--- config.mk ---
export PLATFORM = sky130hd
export DESIGN_NAME = iova_xlate
export DESIGN_NICKNAME = d
export VERILOG_FILES = /design/src/rtl/iova_xlate_pkg.sv /design/src/rtl/iova_xlate_regs.sv /design/src/rtl/iova_xlate_tlb.sv /design/src/rtl/iova_xlate.sv
export SDC_FILE = /design/constraint.sdc
export NUM_CORES = 1
export LEC_CHECK = 0
export BUFFER_PORTS_ARGS = -buffer_cell sky130_fd_sc_hd__buf_2
export CAP_MARGIN = 10
export CORE_MARGIN = 2
export CORE_UTILIZATION = 40
export CTS_BUF_LIST = sky130_fd_sc_hd__clkbuf_8
export CTS_CLUSTER_DIAMETER = 100
export DETAILED_ROUTE_END_ITERATION = 8
export GPL_TIMING_DRIVEN = 0
export PLACE_DENSITY_LB_ADDON = 0.12
export SLEW_MARGIN = 10
export SYNTH_ARGS = -nofsm -noshare
export SYNTH_HDL_FRONTEND = slang
export SYNTH_HIERARCHICAL = 1
export SYNTH_SLANG_ARGS = --single-unit
--- constraint.sdc ---
create_clock -name clk -period 4 [get_ports clk]
set_input_delay 0.4 -clock clk [delete_from_list [all_inputs] [get_ports clk]]
set_output_delay 0.4 -clock clk [all_outputs]
set_load 0.02 [all_outputs]
--- src/rtl/iova_xlate_pkg.sv ---
package iova_xlate_pkg;

  localparam int unsigned REG_OFF_W = 6;

  typedef enum logic [REG_OFF_W-1:0] {
    REG_VERSION  = 6'h00,
    REG_CONFIG   = 6'h04,
    REG_UPDATE   = 6'h08,
    REG_AUTH     = 6'h0c,
    REG_TBL_BASE = 6'h10,
    REG_DEF_RD   = 6'h14,
    REG_DEF_WR   = 6'h18,
    REG_WIN_BASE = 6'h1c,
    REG_WIN_SPAN = 6'h20
  } reg_off_e;

  localparam int unsigned CFG_EN_BIT   = 0;
  localparam int unsigned CFG_GATE_BIT = 1;
  localparam int unsigned CFG_BYP_BIT  = 4;

  typedef enum logic [1:0] {
    ST_IDLE,
    ST_TREQ,
    ST_TWAIT,
    ST_RESP
  } xl_state_e;

endpackage

--- src/rtl/iova_xlate_regs.sv ---
module iova_xlate_regs
  import iova_xlate_pkg::*;
#(
  parameter int unsigned ADDR_W           = 32,
  parameter int unsigned PAGE_SHIFT       = 12,
  parameter int unsigned VERSION          = 1,
  parameter int unsigned DEF_WINDOW_PAGES = 65536
) (
  input  logic                         clk,
  input  logic                         rst,
  input  logic                         cfg_we,
  input  logic                         cfg_re,
  input  logic [REG_OFF_W-1:0]         cfg_addr,
  input  logic [31:0]                  cfg_wdata,
  output logic [31:0]                  cfg_rdata,
  output logic                         xl_en,
  output logic                         xl_bypass,
  output logic                         flush,
  output logic [ADDR_W-PAGE_SHIFT-1:0] tbl_base_ppn,
  output logic [ADDR_W-PAGE_SHIFT-1:0] def_rd_ppn,
  output logic [ADDR_W-PAGE_SHIFT-1:0] def_wr_ppn,
  output logic [ADDR_W-PAGE_SHIFT-1:0] win_base_vpn,
  output logic [ADDR_W-PAGE_SHIFT-1:0] win_span
);
  localparam int unsigned PN_W = ADDR_W - PAGE_SHIFT;
  localparam logic [PN_W-1:0] SPAN_RST = PN_W'(DEF_WINDOW_PAGES - 1);

  logic        en_q, gate_q, byp_q;
  logic [31:0] auth_q;

  assign flush        = cfg_we && (cfg_addr == REG_UPDATE);
  assign xl_en        = en_q;
  assign xl_bypass    = byp_q;

  always_ff @(posedge clk) begin
    if (rst) begin
      en_q <= 1'b0; gate_q <= 1'b0; byp_q <= 1'b0;
      auth_q <= '0;
      tbl_base_ppn <= '0; def_rd_ppn <= '0; def_wr_ppn <= '0;
      win_base_vpn <= '0; win_span <= SPAN_RST;
    end else if (cfg_we) begin
      case (cfg_addr)
        REG_CONFIG: begin
          en_q   <= cfg_wdata[CFG_EN_BIT];
          gate_q <= cfg_wdata[CFG_GATE_BIT];
          byp_q  <= cfg_wdata[CFG_BYP_BIT];
        end
        REG_AUTH:     auth_q       <= cfg_wdata;
        REG_TBL_BASE: tbl_base_ppn <= cfg_wdata[PN_W-1:0];
        REG_DEF_RD:   def_rd_ppn   <= cfg_wdata[PN_W-1:0];
        REG_DEF_WR:   def_wr_ppn   <= cfg_wdata[PN_W-1:0];
        REG_WIN_BASE: win_base_vpn <= cfg_wdata[PN_W-1:0];
        REG_WIN_SPAN: win_span     <= cfg_wdata[PN_W-1:0];
        default: ;
      endcase
    end
  end

  logic [31:0] rd_mux;
  always_comb begin
    rd_mux = '0;
    case (cfg_addr)
      REG_VERSION: rd_mux[15:8] = 8'(VERSION);
      REG_CONFIG: begin
        rd_mux[CFG_EN_BIT]   = en_q;
        rd_mux[CFG_GATE_BIT] = gate_q;
        rd_mux[CFG_BYP_BIT]  = byp_q;
      end
      REG_AUTH:     rd_mux = auth_q;
      REG_TBL_BASE: rd_mux = 32'(tbl_base_ppn);
      REG_DEF_RD:   rd_mux = 32'(def_rd_ppn);
      REG_DEF_WR:   rd_mux = 32'(def_wr_ppn);
      REG_WIN_BASE: rd_mux = 32'(win_base_vpn);
      REG_WIN_SPAN: rd_mux = 32'(win_span);
      default: ;
    endcase
  end

  always_ff @(posedge clk) begin
    if (rst)         cfg_rdata <= '0;
    else if (cfg_re) cfg_rdata <= rd_mux;
  end

  // a config write reads back with only its three defined bits
  p_cfg_mask_r11: assert property (@(posedge clk) disable iff (rst)
    (cfg_we && cfg_addr == REG_CONFIG) |=>
      (en_q == $past(cfg_wdata[CFG_EN_BIT])) && (byp_q == $past(cfg_wdata[CFG_BYP_BIT])));

endmodule

--- src/rtl/iova_xlate_tlb.sv ---
module iova_xlate_tlb #(
  parameter int unsigned ENTRIES = 4,
  parameter int unsigned VPN_W   = 20,
  parameter int unsigned PPN_W   = 20
) (
  input  logic             clk,
  input  logic             rst,
  input  logic             flush,
  input  logic [VPN_W-1:0] lkp_vpn,
  output logic             hit,
  output logic [PPN_W-1:0] hit_ppn,
  input  logic             ins_en,
  input  logic [VPN_W-1:0] ins_vpn,
  input  logic [PPN_W-1:0] ins_ppn
);
  localparam int unsigned PTR_W = (ENTRIES > 1) ? $clog2(ENTRIES) : 1;

  logic [ENTRIES-1:0] valid_q;
  logic [VPN_W-1:0]   vpn_q [ENTRIES];
  logic [PPN_W-1:0]   ppn_q [ENTRIES];
  logic [PTR_W-1:0]   victim_q;
  logic [ENTRIES-1:0] hit_vec;

  for (genvar i = 0; i < ENTRIES; i++) begin : g_way
    assign hit_vec[i] = valid_q[i] && (vpn_q[i] == lkp_vpn);

    always_ff @(posedge clk) begin
      if (rst || flush)
        valid_q[i] <= 1'b0;
      else if (ins_en && victim_q == PTR_W'(i))
        valid_q[i] <= 1'b1;
    end

    always_ff @(posedge clk) begin
      if (ins_en && !flush && victim_q == PTR_W'(i)) begin
        vpn_q[i] <= ins_vpn;
        ppn_q[i] <= ins_ppn;
      end
    end
  end

  always_comb begin
    hit_ppn = '0;
    for (int i = 0; i < ENTRIES; i++)
      if (hit_vec[i]) hit_ppn = hit_ppn | ppn_q[i];
  end
  assign hit = |hit_vec;

  always_ff @(posedge clk) begin
    if (rst)
      victim_q <= '0;
    else if (ins_en && !flush)
      victim_q <= (victim_q == PTR_W'(ENTRIES - 1)) ? '0 : victim_q + 1'b1;
  end

  // a page is never held in two slots
  p_hit_onehot_r7: assert property (@(posedge clk) disable iff (rst)
    $onehot0(hit_vec));

  // an invalidation leaves no live slot behind
  p_flush_clears_r8: assert property (@(posedge clk) disable iff (rst)
    flush |=> (valid_q == '0));

endmodule

--- src/rtl/iova_xlate.sv ---
module iova_xlate
  import iova_xlate_pkg::*;
#(
  parameter int unsigned ADDR_W           = 32,
  parameter int unsigned PAGE_SHIFT       = 12,
  parameter int unsigned TLB_ENTRIES      = 4,
  parameter int unsigned VERSION          = 1,
  parameter int unsigned DEF_WINDOW_PAGES = 65536
) (
  input  logic              clk,
  input  logic              rst,
  input  logic              cfg_we,
  input  logic              cfg_re,
  input  logic [5:0]        cfg_addr,
  input  logic [31:0]       cfg_wdata,
  output logic [31:0]       cfg_rdata,
  input  logic              req_valid,
  output logic              req_ready,
  input  logic [ADDR_W-1:0] req_addr,
  input  logic              req_write,
  output logic              rsp_valid,
  input  logic              rsp_ready,
  output logic [ADDR_W-1:0] rsp_addr,
  output logic              tbl_req_valid,
  input  logic              tbl_req_ready,
  output logic [ADDR_W-1:0] tbl_req_addr,
  input  logic              tbl_rsp_valid,
  input  logic [31:0]       tbl_rsp_data
);
  localparam int unsigned PN_W = ADDR_W - PAGE_SHIFT;

  logic            xl_en, xl_bypass, flush;
  logic [PN_W-1:0] tbl_base_ppn, def_rd_ppn, def_wr_ppn, win_base_vpn, win_span;

  iova_xlate_regs #(
    .ADDR_W(ADDR_W), .PAGE_SHIFT(PAGE_SHIFT),
    .VERSION(VERSION), .DEF_WINDOW_PAGES(DEF_WINDOW_PAGES)
  ) u_regs (
    .clk, .rst, .cfg_we, .cfg_re, .cfg_addr, .cfg_wdata, .cfg_rdata,
    .xl_en, .xl_bypass, .flush,
    .tbl_base_ppn, .def_rd_ppn, .def_wr_ppn, .win_base_vpn, .win_span
  );

  xl_state_e             state_q;
  logic                  wr_q, discard_q;
  logic [PAGE_SHIFT-1:0] off_q;
  logic [PN_W-1:0]       vpn_q;

  logic [PN_W-1:0]       vpn_in, rel_in, dflt_in, dflt_q, hit_ppn;
  logic [PAGE_SHIFT-1:0] off_in;
  logic                  in_win, hit, accept, passthru, ins_en, entry_zero;

  assign vpn_in   = req_addr[ADDR_W-1:PAGE_SHIFT];
  assign off_in   = req_addr[PAGE_SHIFT-1:0];
  assign rel_in   = vpn_in - win_base_vpn;
  assign in_win   = (vpn_in >= win_base_vpn) && (rel_in <= win_span);
  assign dflt_in  = req_write ? def_wr_ppn : def_rd_ppn;
  assign dflt_q   = wr_q ? def_wr_ppn : def_rd_ppn;
  assign accept   = req_valid && req_ready;
  assign passthru = !xl_en || xl_bypass;

  assign entry_zero = (tbl_rsp_data == '0);
  assign ins_en = (state_q == ST_TWAIT) && tbl_rsp_valid && !entry_zero
                  && !discard_q && !flush;

  iova_xlate_tlb #(
    .ENTRIES(TLB_ENTRIES), .VPN_W(PN_W), .PPN_W(PN_W)
  ) u_tlb (
    .clk, .rst, .flush,
    .lkp_vpn(vpn_in), .hit, .hit_ppn,
    .ins_en, .ins_vpn(vpn_q), .ins_ppn(tbl_rsp_data[PN_W-1:0])
  );

  assign req_ready     = (state_q == ST_IDLE);
  assign rsp_valid     = (state_q == ST_RESP);
  assign tbl_req_valid = (state_q == ST_TREQ);

  always_ff @(posedge clk) begin
    if (rst) begin
      state_q      <= ST_IDLE;
      wr_q         <= 1'b0;
      discard_q    <= 1'b0;
      off_q        <= '0;
      vpn_q        <= '0;
      rsp_addr     <= '0;
      tbl_req_addr <= '0;
    end else begin
      case (state_q)
        ST_IDLE: if (accept) begin
          wr_q  <= req_write;
          off_q <= off_in;
          vpn_q <= vpn_in;
          if (passthru) begin
            rsp_addr <= req_addr;
            state_q  <= ST_RESP;
          end else if (!in_win) begin
            rsp_addr <= {dflt_in, off_in};
            state_q  <= ST_RESP;
          end else if (hit) begin
            rsp_addr <= {hit_ppn, off_in};
            state_q  <= ST_RESP;
          end else begin
            tbl_req_addr <= {tbl_base_ppn, {PAGE_SHIFT{1'b0}}}
                            + (ADDR_W'(rel_in) << 2);
            discard_q    <= 1'b0;
            state_q      <= ST_TREQ;
          end
        end
        ST_TREQ: begin
          if (flush) discard_q <= 1'b1;
          if (tbl_req_ready) state_q <= ST_TWAIT;
        end
        ST_TWAIT: begin
          if (flush) discard_q <= 1'b1;
          if (tbl_rsp_valid) begin
            rsp_addr <= entry_zero ? {dflt_q, off_q}
                                   : {tbl_rsp_data[PN_W-1:0], off_q};
            state_q  <= ST_RESP;
          end
        end
        ST_RESP: if (rsp_ready) state_q <= ST_IDLE;
        default: state_q <= ST_IDLE;
      endcase
    end
  end

  // response held until taken
  p_rsp_hold_r10: assert property (@(posedge clk) disable iff (rst)
    (rsp_valid && !rsp_ready) |=> (rsp_valid && $stable(rsp_addr)));

  // nothing new accepted while a fetch is pending
  p_busy_r10: assert property (@(posedge clk) disable iff (rst)
    tbl_req_valid |-> !req_ready);

  // table read held until accepted
  p_treq_hold_r3: assert property (@(posedge clk) disable iff (rst)
    (tbl_req_valid && !tbl_req_ready) |=> (tbl_req_valid && $stable(tbl_req_addr)));

  // untranslated path answers next cycle with the request address
  p_bypass_r2: assert property (@(posedge clk) disable iff (rst)
    (accept && passthru) |=> (rsp_valid && rsp_addr == $past(req_addr)));

  // out-of-window access never reads the table
  p_outwin_r4: assert property (@(posedge clk) disable iff (rst)
    (accept && !passthru && !in_win) |=> (rsp_valid && !tbl_req_valid));

endmodule

==> flow_metrics.py, run 1 <==
metrics = {
    "global_routing": {
        "grt-ovfl-total": 0,
        "track_usage_pct": 28.0,
        "antenna_found_initial": 0,
        "grt_max_degree": 22,
        "grt_first_pass_wirelength_um": 111000,
        "grt_pass1_vias": 17600,
    },
    "status": {
        "status": "complete, but fails checks",
        "violations": "negative setup slack",
    },
    "sta": {
        "timing.fmax_mhz": 226,
        "setup_ws_ps": -425,
        "holdWs_ps": 35.8,
        "finalSetupViolCount": 64,
        "maxSlewHeadroom_pct": 19.3,
        "drv_slew": 0,
        "rsz0062_at_grt": "true",
        "min_period_ps": 4430,
        "worst_pin_slew_ps": 1210,
        "clock_skew_ps": 25.9,
        "finalCritPeriodShare_pct": 111,
        "hold_violations": 0,
        "finalSetupTns_ps": -19760,
    },
    "cts": {
        "htree_levels": 3,
        "cts_buffer_depth": 3,
        "cts_num_sinks": 431,
        "cts_root_buffer": "clkbuf_8",
        "clkLatencyLatePin_ps": 660,
        "cts_buffers": 76,
        "cts_tree": "yes",
        "clkTransAtPathRegs_ps": 60,
    },
    "layout": {
        "fin_nets": 2701,
        "drive_gt1_share_pct": 22.7,
        "antenna_cells": 0,
        "syn2layout_area_growth_pct": 23.8,
        "final_area_mm2": 0.0258,
        "fillers": 4916,
        "layoutNonFillerInstCount": 3264,
    },
    "power_and_ir_drop": {
        "power_density_mw_per_mm2": 464,
        "totalPowerFinal_w": 0.0119,
        "ir_worst_vdd_v": 0.000241,
        "leakagePower_nw": 9.26,
    },
    "yosys": {
        "ys_top_cells_by_count": "409 x nand2_1, 271 x dfxtp_1, 232 x a21oi_1",
        "synth_most_common_cell": "nand2_1",
        "synth_ff_type": "dfxtp_1",
        "synth-async-reset-ratio_pct": 0,
        "avgSynthCellArea_um2": 9.57,
        "synth_cell_type_count": 85,
        "synth_edf_count": 160,
        "yosysSeqAreaShare_pct": 49.2,
        "synth_seq_cells": 431,
        "synth_area_mm2": 0.0208,
        "yosys_warnings": 6,
        "netlist.area_leader.share_pct": 26.1,
        "syn_inst": 2174,
        "synth_top_area_cell": "dfxtp_1",
        "synthTopCellsByArea": "dfxtp_1 26%, edfxtp_1 23%, nand2_1 7.4%",
    },
    "floorplan": {
        "core_area_mm2": 0.0514,
        "die_h_um": 232,
        "dieArea_mm2": 0.0539,
        "fp-row-count": 83,
        "ios": 210,
        "die_width_um": 232,
        "start_util_pct": 40.5,
    },
    "placement": {
        "port_buffers": 206,
        "dp_cells": 3066,
        "placed_cell_area_mm2": 0.0229,
        "hpwl_um": 56600,
        "routabilityCongestion": 0.910,
    },
    "routing": {
        "vias_per_cell": 5.63,
        "drt.antenna.violating_nets": 0,
        "drt_iter0_drc": 1505,
        "vias": 18400,
        "drc": 0,
        "drt-wirelength-per-cell_um": 23.5,
        "dr.pass1.iters": 6,
        "routed_wl_um": 76700,
    },
    "critical_path": {
        "slowest_delay_ps": 380,
        "crit_family": "compound AO/OA/AOI/OAI gates",
        "path_max_fanout": 8,
        "worst-path-buf-inv": 4,
        "crit_path_end_kind": "register",
        "crit_chain": "inv_4 -> ha_4 -> nor2b_4 -> o21ai_2 -> a21boi_2 -> nor2_2 -> o31ai_4 -> a21oi_2 -> a211oi_2 -> xor2_1 -> ha_1 -> nand4_1 -> nor2_2 -> a211oi_4 -> buf_4 -> o2bb2ai_4 -> a21oi_2 -> buf_6 -> buf_12 -> mux2i_1 -> a311oi_1",
        "critPathLaunchType": "register",
        "cp_slowest_cell": "dfxtp_4",
        "crit_type": "register to register",
        "cp.arrival_ps": 4960,
        "crit_required_ps": 4530,
    },
    "hold_path": {
        "hp-class": "input port to register",
    },
    "run": {
        "max-cap-violations": 0,
    },
}
path summary, 6_finish.rpt:
path                         to  cells past startpoint  slack [ps]                   start
min          u_tlb/ppn_q[0][17]                      1          40        tbl_rsp_data[17]
max                rsp_addr[27]                     21        -430  u_regs/win_base_vpn[1]
min reg2reg    tbl_req_addr[20]                      2         450        tbl_req_addr[20]
max reg2reg        rsp_addr[27]                     21        -430  u_regs/win_base_vpn[1]
worst reg2reg max path: stages, from the launching register on:
cell,delay (ps)
dfxtp_4,380
inv_4,40
ha_4,250
nor2b_4,130
o21ai_2,80
a21boi_2,220
nor2_2,70
o31ai_4,300
a21oi_2,150
a211oi_2,330
xor2_1,280
ha_1,300
nand4_1,210
nor2_2,80
a211oi_4,320
buf_4,200
o2bb2ai_4,140
a21oi_2,90
buf_6,160
buf_12,160
mux2i_1,120
a311oi_1,290
sequential cells by signal, summed over array words and instances, names as in the netlist:
name	cells
discard_q	1
off_q	12
rsp_addr	32
state_q	2
tbl_req_addr	30
u_regs/auth_q	32
u_regs/cfg_rdata	32
u_regs/def_rd_ppn	20
u_regs/def_wr_ppn	20
u_regs/gate_q	1
u_regs/tbl_base_ppn	20
u_regs/win_base_vpn	20
u_regs/win_span	20
u_regs/xl_bypass	1
u_regs/xl_en	1
u_tlb/ppn_q	80
u_tlb/valid_q	4
u_tlb/victim_q	2
u_tlb/vpn_q	80
vpn_q	20
wr_q	1
power by group:
group | leakage [nW] | switching, W | internal (W) | total (W)
clock network | 0.807 | 0.00184 | 0.00192 | 0.00376
registers | 3.66 | 0.000239 | 0.00489 | 0.00513
logic | 4.79 | 0.00181 | 0.00124 | 0.00305
what timing repair did:
item	in CTS	in global routing
cloned	4	3
hold buffers	34	0
pin swaps	56	41
hold endpoints to repair	58	0
buffers inserted	22	9
endpoints found under the setup margin	64	124
gates resized for setup	150	94
kinds of logic after synthesis:
logic type,count (synthesis),share of synthesized area [%]
flops,431,49.2
buf+inv,215,4.73
fa+ha+maj,60,3.68
compound gates,530,17.1
mux,80,3.85
simple gates,749,16.9
xor+xnor,108,4.58
other cells,1,0.0180
area by class of cell:
class	count	area, um^2	share of cell area [%]
tap	680	851	3.30
multi-input combinational	1529	10300	39.9
timing repair buffer	280	1930	7.49
inverter	62	235	0.913
clock inverter	48	204	0.792
sequential	431	10200	39.8
buffer	150	856	3.32
clock buffer	84	1160	4.49
cells in the final DEF, fill, tap and decap left out, types with 15 or more instances in the layout:
cell           count
a221oi_1          25
dlygate4sd3_1     34
clkbuf_1          91
dfxtp_1          264
a211oi_2          18
nor2_1            64
buf_6             19
ha_1              51
a311oi_1          22
nor2b_1           40
a21oi_1          216
a22oi_1           16
nand3_1           90
o21ai_0           36
nand2_1          391
buf_2            226
a211o_1           17
xnor2_1           86
nand4_1           18
mux2i_1           77
xor2_1            19
edfxtp_1         160
inv_1             91
clkbuf_8          86
buf_4             23
a21oi_2           18
o211ai_1          22
and3_1            15
layer usage:
layer | part of all wire (%) | routed length (um) | track usage, %
met5 | 0 | 0 | 0
met2 | 46 | 35400 | 45.2
met1 | 44 | 33700 | 37.2
met3 | 5.5 | 4210 | 3.77
met4 | 4.5 | 3420 | 12.6
stage by stage:
stage	setup WS [ps]	utilization, %
2_1_floorplan	6.65	-
3_3_place_gp	-1600	44.2
3_5_place_dp	-1680	44.5
4_1_cts	-385	49.4
5_1_grt	-583	50.1
6_report	-425	50.1
Power figures use the tool's default switching activity.
==> inputs of run 2 (changes only) <==
CORE_UTILIZATION = 50   (was 40)
SYNTH_HIERARCHICAL = default   (was 1)
==> run 2 against run 1 <==
  * The flow still finishes with violations (negative setup slack)
  * Power is 2.7% lower
  * Combinational power is 17% lower
  * Sequential power about the same
  * Final area shrank 5.4%
  * Non-clock buffer count shrank 28
  * Synthesized area fell by 2.4%
  * Clock power grew 5.9%
  * Sequential share of layout area up 2.3 points
  * Worst hold slack got worse by 4.0 ps
  * Largest power group unchanged
==> flow_metrics.py, run 2 <==
metrics = {
    "placement": {
        "routabilityCongestion": 1.03,
        "placed_cell_area_mm2": 0.0221,
        "hpwl_um": 53100,
        "port_buffers": 203,
    },
    "floorplan": {
        "fp-row-count": 73,
        "dieArea_mm2": 0.0422,
        "die_h_um": 206,
        "ios": 210,
        "start_util_pct": 50.9,
        "core_area_mm2": 0.0399,
        "die_width_um": 206,
    },
    "sta": {
        "hold_violations": 0,
        "maxSlewHeadroom_pct": 39.6,
        "rsz0062_at_grt": "true",
        "min_period_ps": 4720,
        "finalSetupTns_ps": -38950,
        "timing.fmax_mhz": 212,
        "holdWs_ps": 31.8,
        "drv_slew": 0,
        "setup_ws_ps": -724,
        "finalCritPeriodShare_pct": 118,
        "finalSetupViolCount": 64,
        "worst_pin_slew_ps": 906,
        "clock_skew_ps": 29.6,
    },
    "yosys": {
        "synthAdderAreaFrac_pct": 3.77,
        "synth-async-reset-ratio_pct": 0,
        "synth_cell_type_count": 66,
        "yosys_warnings": 0,
        "synth_area_mm2": 0.0203,
        "synth_ff_type": "dfxtp_1",
        "synth_seq_cells": 431,
        "synth_xor_area_share_pct": 4.74,
        "synth_compound_area_share_pct": 14.3,
        "yosys.area_share.simple_pct": 17.4,
        "synth_top_family_by_area": "simple AND/OR/NAND/NOR gates",
        "netlist.area_leader.share_pct": 26.7,
        "synth_top_area_cell": "dfxtp_1",
        "yosysSeqAreaShare_pct": 50.4,
        "avgSynthCellArea_um2": 9.45,
        "synthMuxAreaShare_pct": 4.91,
        "ys_top_cells_by_count": "391 x nand2_1, 271 x dfxtp_1, 202 x a21oi_1",
        "synthTopCellsByArea": "dfxtp_1 27%, edfxtp_1 24%, nand2_1 7.2%",
        "synth_edf_count": 160,
        "syn_inst": 2148,
        "synth_most_common_cell": "nand2_1",
    },
    "routing": {
        "dr.pass1.iters": 8,
        "drt-wirelength-per-cell_um": 23.1,
        "vias_per_cell": 5.79,
        "drt_iter0_drc": 1527,
        "routed_wl_um": 70400,
        "drc": 0,
        "drt.antenna.violating_nets": 0,
        "vias": 17700,
    },
    "layout": {
        "top_regs": "u_tlb.ppn_q (80), u_tlb.vpn_q (80)",
        "fillers": 3536,
        "fin_nets": 2645,
        "final_area_mm2": 0.0244,
        "drive_gt1_share_pct": 19.5,
        "syn2layout_area_growth_pct": 20.0,
        "ff_latch_area_mm2": 0.0102,
        "multiInputGateArea_mm2": 0.00953,
        "final_common_cell": "nand2_1",
        "layout_common_cells": "389 x nand2_1, 265 x dfxtp_1, 231 x buf_2",
    },
    "cts": {
        "cts_root_buffer": "clkbuf_8",
        "htree_levels": 3,
        "cts_tree": "yes",
        "clkTransAtPathRegs_ps": 60,
        "cts_buffers": 73,
        "cts_num_sinks": 431,
        "cts_buffer_depth": 3,
        "clkLatencyLatePin_ps": 630,
    },
    "global_routing": {
        "grt_pass1_vias": 17300,
        "antenna_found_initial": 6,
        "grt-ovfl-total": 0,
        "grt_first_pass_wirelength_um": 103000,
        "grt_max_degree": 33,
        "track_usage_pct": 33.0,
    },
    "critical_path": {
        "critPathLaunchType": "register",
        "crit_type": "register to register",
        "cp.arrival_ps": 5250,
        "rr_worst_depth": 21,
        "r2r_start": "u_regs.win_base_vpn[1]",
        "crit_required_ps": 4520,
        "rrSetupSlack_ps": -720,
        "crit_path_end_kind": "register",
        "r2r-end": "rsp_addr[28]",
        "path_max_fanout": 7,
    },
    "power_and_ir_drop": {
        "leakagePower_nw": 9.49,
        "power_density_mw_per_mm2": 477,
        "ir_worst_vdd_v": 0.000249,
    },
    "hold_path": {
        "hp-class": "input port to register",
        "min_path_cells": 1,
        "whs_endpoint": "u_tlb.ppn_q[0][15]",
        "hp-start": "tbl_rsp_data[15]",
    },
    "status": {
        "status": "complete, but fails checks",
        "violations": "negative setup slack",
    },
    "run": {
        "max-cap-violations": 0,
    },
}
[run 2: cell count changes after synthesis, moves of 35 or more]
cell,before,now
o21ai_0,57,15
a22oi_1,16,70
nand3_1,93,53
nor2_1,81,194
xnor2_1,88,50
nor2b_1,41,6
xor2_1,19,60
[run 2: logic make-up (layout without fill, tap and decap cells)]
logic type               Yosys count  in the layout
AND/OR/NAND/NOR                  794            794
flip-flops                       431            431
XOR/XNOR                         110            110
multiplexers                      98             98
other                              1              9
adder cells (fa/ha/maj)           60             60
buffers and inverters            218            593
AO/OA/AOI/OAI                    436            436
[run 2: power by group]
part | internal, W | total [W] | leakage, nW | switching [W]
Clock | 0.00218 | 0.00398 | 0.834 | 0.00180
Combinational | 0.000930 | 0.00253 | 5.00 | 0.00160
Sequential | 0.00489 | 0.00511 | 3.66 | 0.000218
[run 2: critical path: stages (launching register included)]
cell	delay (ps)
dfxtp_4	350
buf_4	140
fa_2	390
nor2b_2	140
o31a_1	190
o211a_1	190
and4b_1	230
nor2_2	140
a21oi_2	70
o21bai_1	150
xor2_1	230
ha_1	290
nand4_1	170
nor4_2	60
a21boi_1	120
or4_4	430
a211oi_4	210
buf_6	160
a41oi_4	230
buf_6	260
or3b_4	400
o41ai_2	50
[run 2: cell type report]
class | count | area share (%)
inverters | 66 | 1.03
clock buffers | 85 | 4.80
well taps | 525 | 2.69
flip-flops and latches | 431 | 42.0
repair buffers | 251 | 6.25
diodes | 7 | 0.0719
clock inverters | 40 | 1.11
plain buffers | 151 | 2.92
multi-input cells | 1500 | 39.1
[run 2: metal layers]
layer,track usage (%),wire (um)
met1,42.5,29100
met2,53.4,32500
met3,4.80,4970
met4,18.3,3840
met5,0,0
[run 2: how the worst max path moves through the flow]
stage	slack, ps	end	depth (start not counted)	startpoint
2_1_floorplan	-510	rsp_addr[28]	21	req_addr[12]
3_3_place_gp	-1790	tbl_req_addr[30]	22	req_addr[13]
3_5_place_dp	-1740	tbl_req_addr[26]	22	req_addr[13]
4_1_cts	-700	rsp_addr[30]	21	u_regs.win_base_vpn[0]
5_1_grt	-850	rsp_addr[28]	21	u_regs.win_base_vpn[1]
6_report	-720	rsp_addr[28]	21	u_regs.win_base_vpn[1]
[run 2: stage by stage]
stage | worst slack [ps] | total power [W] | utilization, % | instances
2_1_floorplan | -512 | 0.00660 | - | 2149
3_3_place_gp | -1790 | 0.00739 | 55.2 | 2877
3_5_place_dp | -1740 | 0.00744 | 55.4 | 2881
4_1_cts | -701 | 0.0116 | 60.4 | 3035
5_1_grt | -846 | 0.0121 | 61.1 | 3055
6_report | -724 | 0.0116 | 61.1 | 3056
[run 2: repair_timing]
action | in CTS | in global routing
gates cloned | 2 | 1
pin swaps | 24 | 26
buffers inserted | 22 | 13
endpoints found under the hold margin | 6 | 0
gates resized for setup | 68 | 33
endpoints found under the setup margin | 64 | 64
hold buffers | 6 | 0
==> inputs of run 3 (changes only) <==
CORE_MARGIN = default   (was 2)
clock period = 5.95 ns   (was 4 ns; I/O delays follow)
==> run 3 against run 2 <==
  * The flow now finishes without violations
  * Count of clock-buffer cells in the layout up 5
  * Clock power shrank 33%
  * Final area fell by 3.2%
  * Flip-flop and latch count unchanged
  * Clock skew increased by 4.3 ps
  * Register-to-register slack better by 1200 ps
  * Maximum frequency down 14%
  * First-iteration DRC count grew 7.7%
  * Wire length is 2.5% lower
  * Utilization down 2.0 points
  * Worst hold slack improved by 160 ps
  * Die area decreased by 1.9%
  * Critical path type unchanged
  * Largest cell class unchanged
==> flow_metrics.py, run 3 (synthesis results as in run 2) <==
metrics = {
    "critical_path": {
        "crit_required_ps": 6490,
        "critPathLaunchType": "register",
        "path_max_fanout": 10,
        "crit_type": "register to register",
        "crit_path_end_kind": "register",
        "cp.arrival_ps": 6020,
    },
    "global_routing": {
        "grt_pass1_vias": 16700,
        "grt_max_degree": 32,
        "grt-ovfl-total": 0,
        "antenna_found_initial": 2,
        "track_usage_pct": 33.0,
        "grt_first_pass_wirelength_um": 101000,
    },
    "hold_path": {
        "hp-class": "input port to register",
    },
    "routing": {
        "routed_wl_um": 68700,
        "drc": 0,
        "drt-wirelength-per-cell_um": 22.7,
        "vias": 17400,
        "vias_per_cell": 5.75,
        "drt.antenna.violating_nets": 0,
        "dr.pass1.iters": 7,
        "drt_iter0_drc": 1644,
    },
    "placement": {
        "port_buffers": 203,
        "routabilityCongestion": 0.970,
        "hpwl_um": 52500,
    },
    "power_and_ir_drop": {
        "leakagePower_nw": 9.14,
        "ir_worst_vdd_v": 0.000225,
        "power_density_mw_per_mm2": 324,
    },
    "layout": {
        "fillers": 3592,
        "top_regs": "u_tlb.ppn_q (80), u_tlb.vpn_q (80)",
        "fin_nets": 2606,
        "final_common_cell": "nand2_1",
        "layout_common_cells": "391 x nand2_1, 271 x dfxtp_1, 234 x buf_2",
        "drive_gt1_share_pct": 16.0,
        "final_core_util_pct": 59.1,
        "syn2layout_area_growth_pct": 16.1,
    },
    "sta": {
        "maxSlewHeadroom_pct": 33.3,
        "timing.fmax_mhz": 183,
        "finalCritPeriodShare_pct": 92.1,
        "clock_skew_ps": 33.9,
        "rsz0062_at_grt": "false",
        "holdWs_ps": 194,
        "worst_pin_slew_ps": 992,
        "drv_slew": 0,
        "finalSetupViolCount": 0,
        "hold_violations": 0,
        "min_period_ps": 5480,
    },
    "floorplan": {
        "die_width_um": 204,
        "start_util_pct": 50.9,
        "die_h_um": 204,
        "dieArea_mm2": 0.0414,
        "fp-row-count": 73,
        "core_area_mm2": 0.0399,
        "ios": 210,
    },
    "cts": {
        "clkTransAtPathRegs_ps": 60,
        "cts_num_sinks": 431,
        "htree_levels": 3,
        "postCtsHoldBufs": 0,
        "cts_tree": "yes",
        "cts_buffer_depth": 3,
        "cts_buffers": 75,
        "clkLatencyLatePin_ps": 650,
        "cts_root_buffer": "clkbuf_8",
    },
    "run": {
        "max-cap-violations": 0,
    },
    "status": {
        "status": "finished, final reports clean",
    },
}
## run 3: cell count changes in the layout (fill, tap and decap cells not counted), moves of 6 or more
cell | before | now
ha_1 | 49 | 58
o21ai_0 | 8 | 14
buf_4 | 35 | 8
or3b_4 | 7 | 0
dfxtp_1 | 265 | 271
ha_4 | 6 | 0
dlygate4sd3_1 | 6 | 0
o41ai_1 | 6 | 20
o41ai_2 | 14 | 0
nor2_1 | 188 | 194
## run 3: final timing paths
path	start	endpoint	slack, ps	depth (start not counted)
worst max-delay path	u_regs.win_base_vpn[1]	rsp_addr[25]	470	20
worst min-delay path	cfg_wdata[20]	u_regs.auth_q[20]	190	3
worst max register to register	u_regs.win_base_vpn[1]	rsp_addr[25]	470	20
worst min register to register	u_regs.auth_q[18]	u_regs.auth_q[18]	460	2
## run 3: where the power goes
group          total, W  internal [W]  switching [W]
clock           0.00268       0.00142        0.00125
combinational   0.00154      0.000520        0.00102
sequential      0.00342       0.00329       0.000138
## run 3: per-stage QoR
stage	instances	setup WS (ps)	power, W	setup TNS, ps	instance area (um^2)
2_1_floorplan	2149	1070	0.00443	0	20300
3_3_place_gp	2877	-348	0.00496	-10440	22000
3_5_place_dp	2881	-338	0.00500	-9700	22100
4_1_cts	3020	229	0.00765	0	23600
5_1_grt	3022	49.3	0.00792	0	23600
6_report	3022	471	0.00764	0	23600
## run 3: critical path, cell delays in order, from the launching register on
cell and delay, ps:
dfxtp_1 530, inv_1 90, ha_1 300, nor2b_1 140, o21ai_0 230, a21boi_1 170
o21ai_0 260, o21ai_1 200, o211ai_1 320, o21ai_0 170, xnor2_1 410, ha_1 340
nand4_1 150, nor4_1 80, a21boi_0 120, or4_1 450, a211oi_4 410, a41oi_4 310
buf_6 260, or3b_1 360, o41ai_1 70
## run 3: cell type report
cell class / count / area [um^2] / share of cell area [%]
Timing Repair Buffer: 209 / 1120 / 4.74
Clock inverter: 47 / 243 / 1.03
Sequential cell: 431 / 10200 / 43.4
Buffer: 152 / 654 / 2.77
Tap cell: 525 / 657 / 2.79
Antenna cell: 2 / 5.00 / 0.0212
Multi-Input combinational cell: 1500 / 9190 / 39.0
Clock buffer: 90 / 1240 / 5.25
Inverter: 66 / 248 / 1.05
## run 3: layer usage
metal	up-vias	wire (um)	share of wire [%]	track usage [%]
met3	175	4790	7.0	4.91
met4	0	3650	5.3	16.5
met5	-	0	0	0
met2	767	31900	46	53.7
met1	8287	28400	41	42.8
li1	8151	-	-	-
## run 3: timing repair
action	CTS	global route
setup endpoints to repair	13	63
pin swaps	1	1
cloned	0	0
setup buffers	2	0
resized for setup	0	3
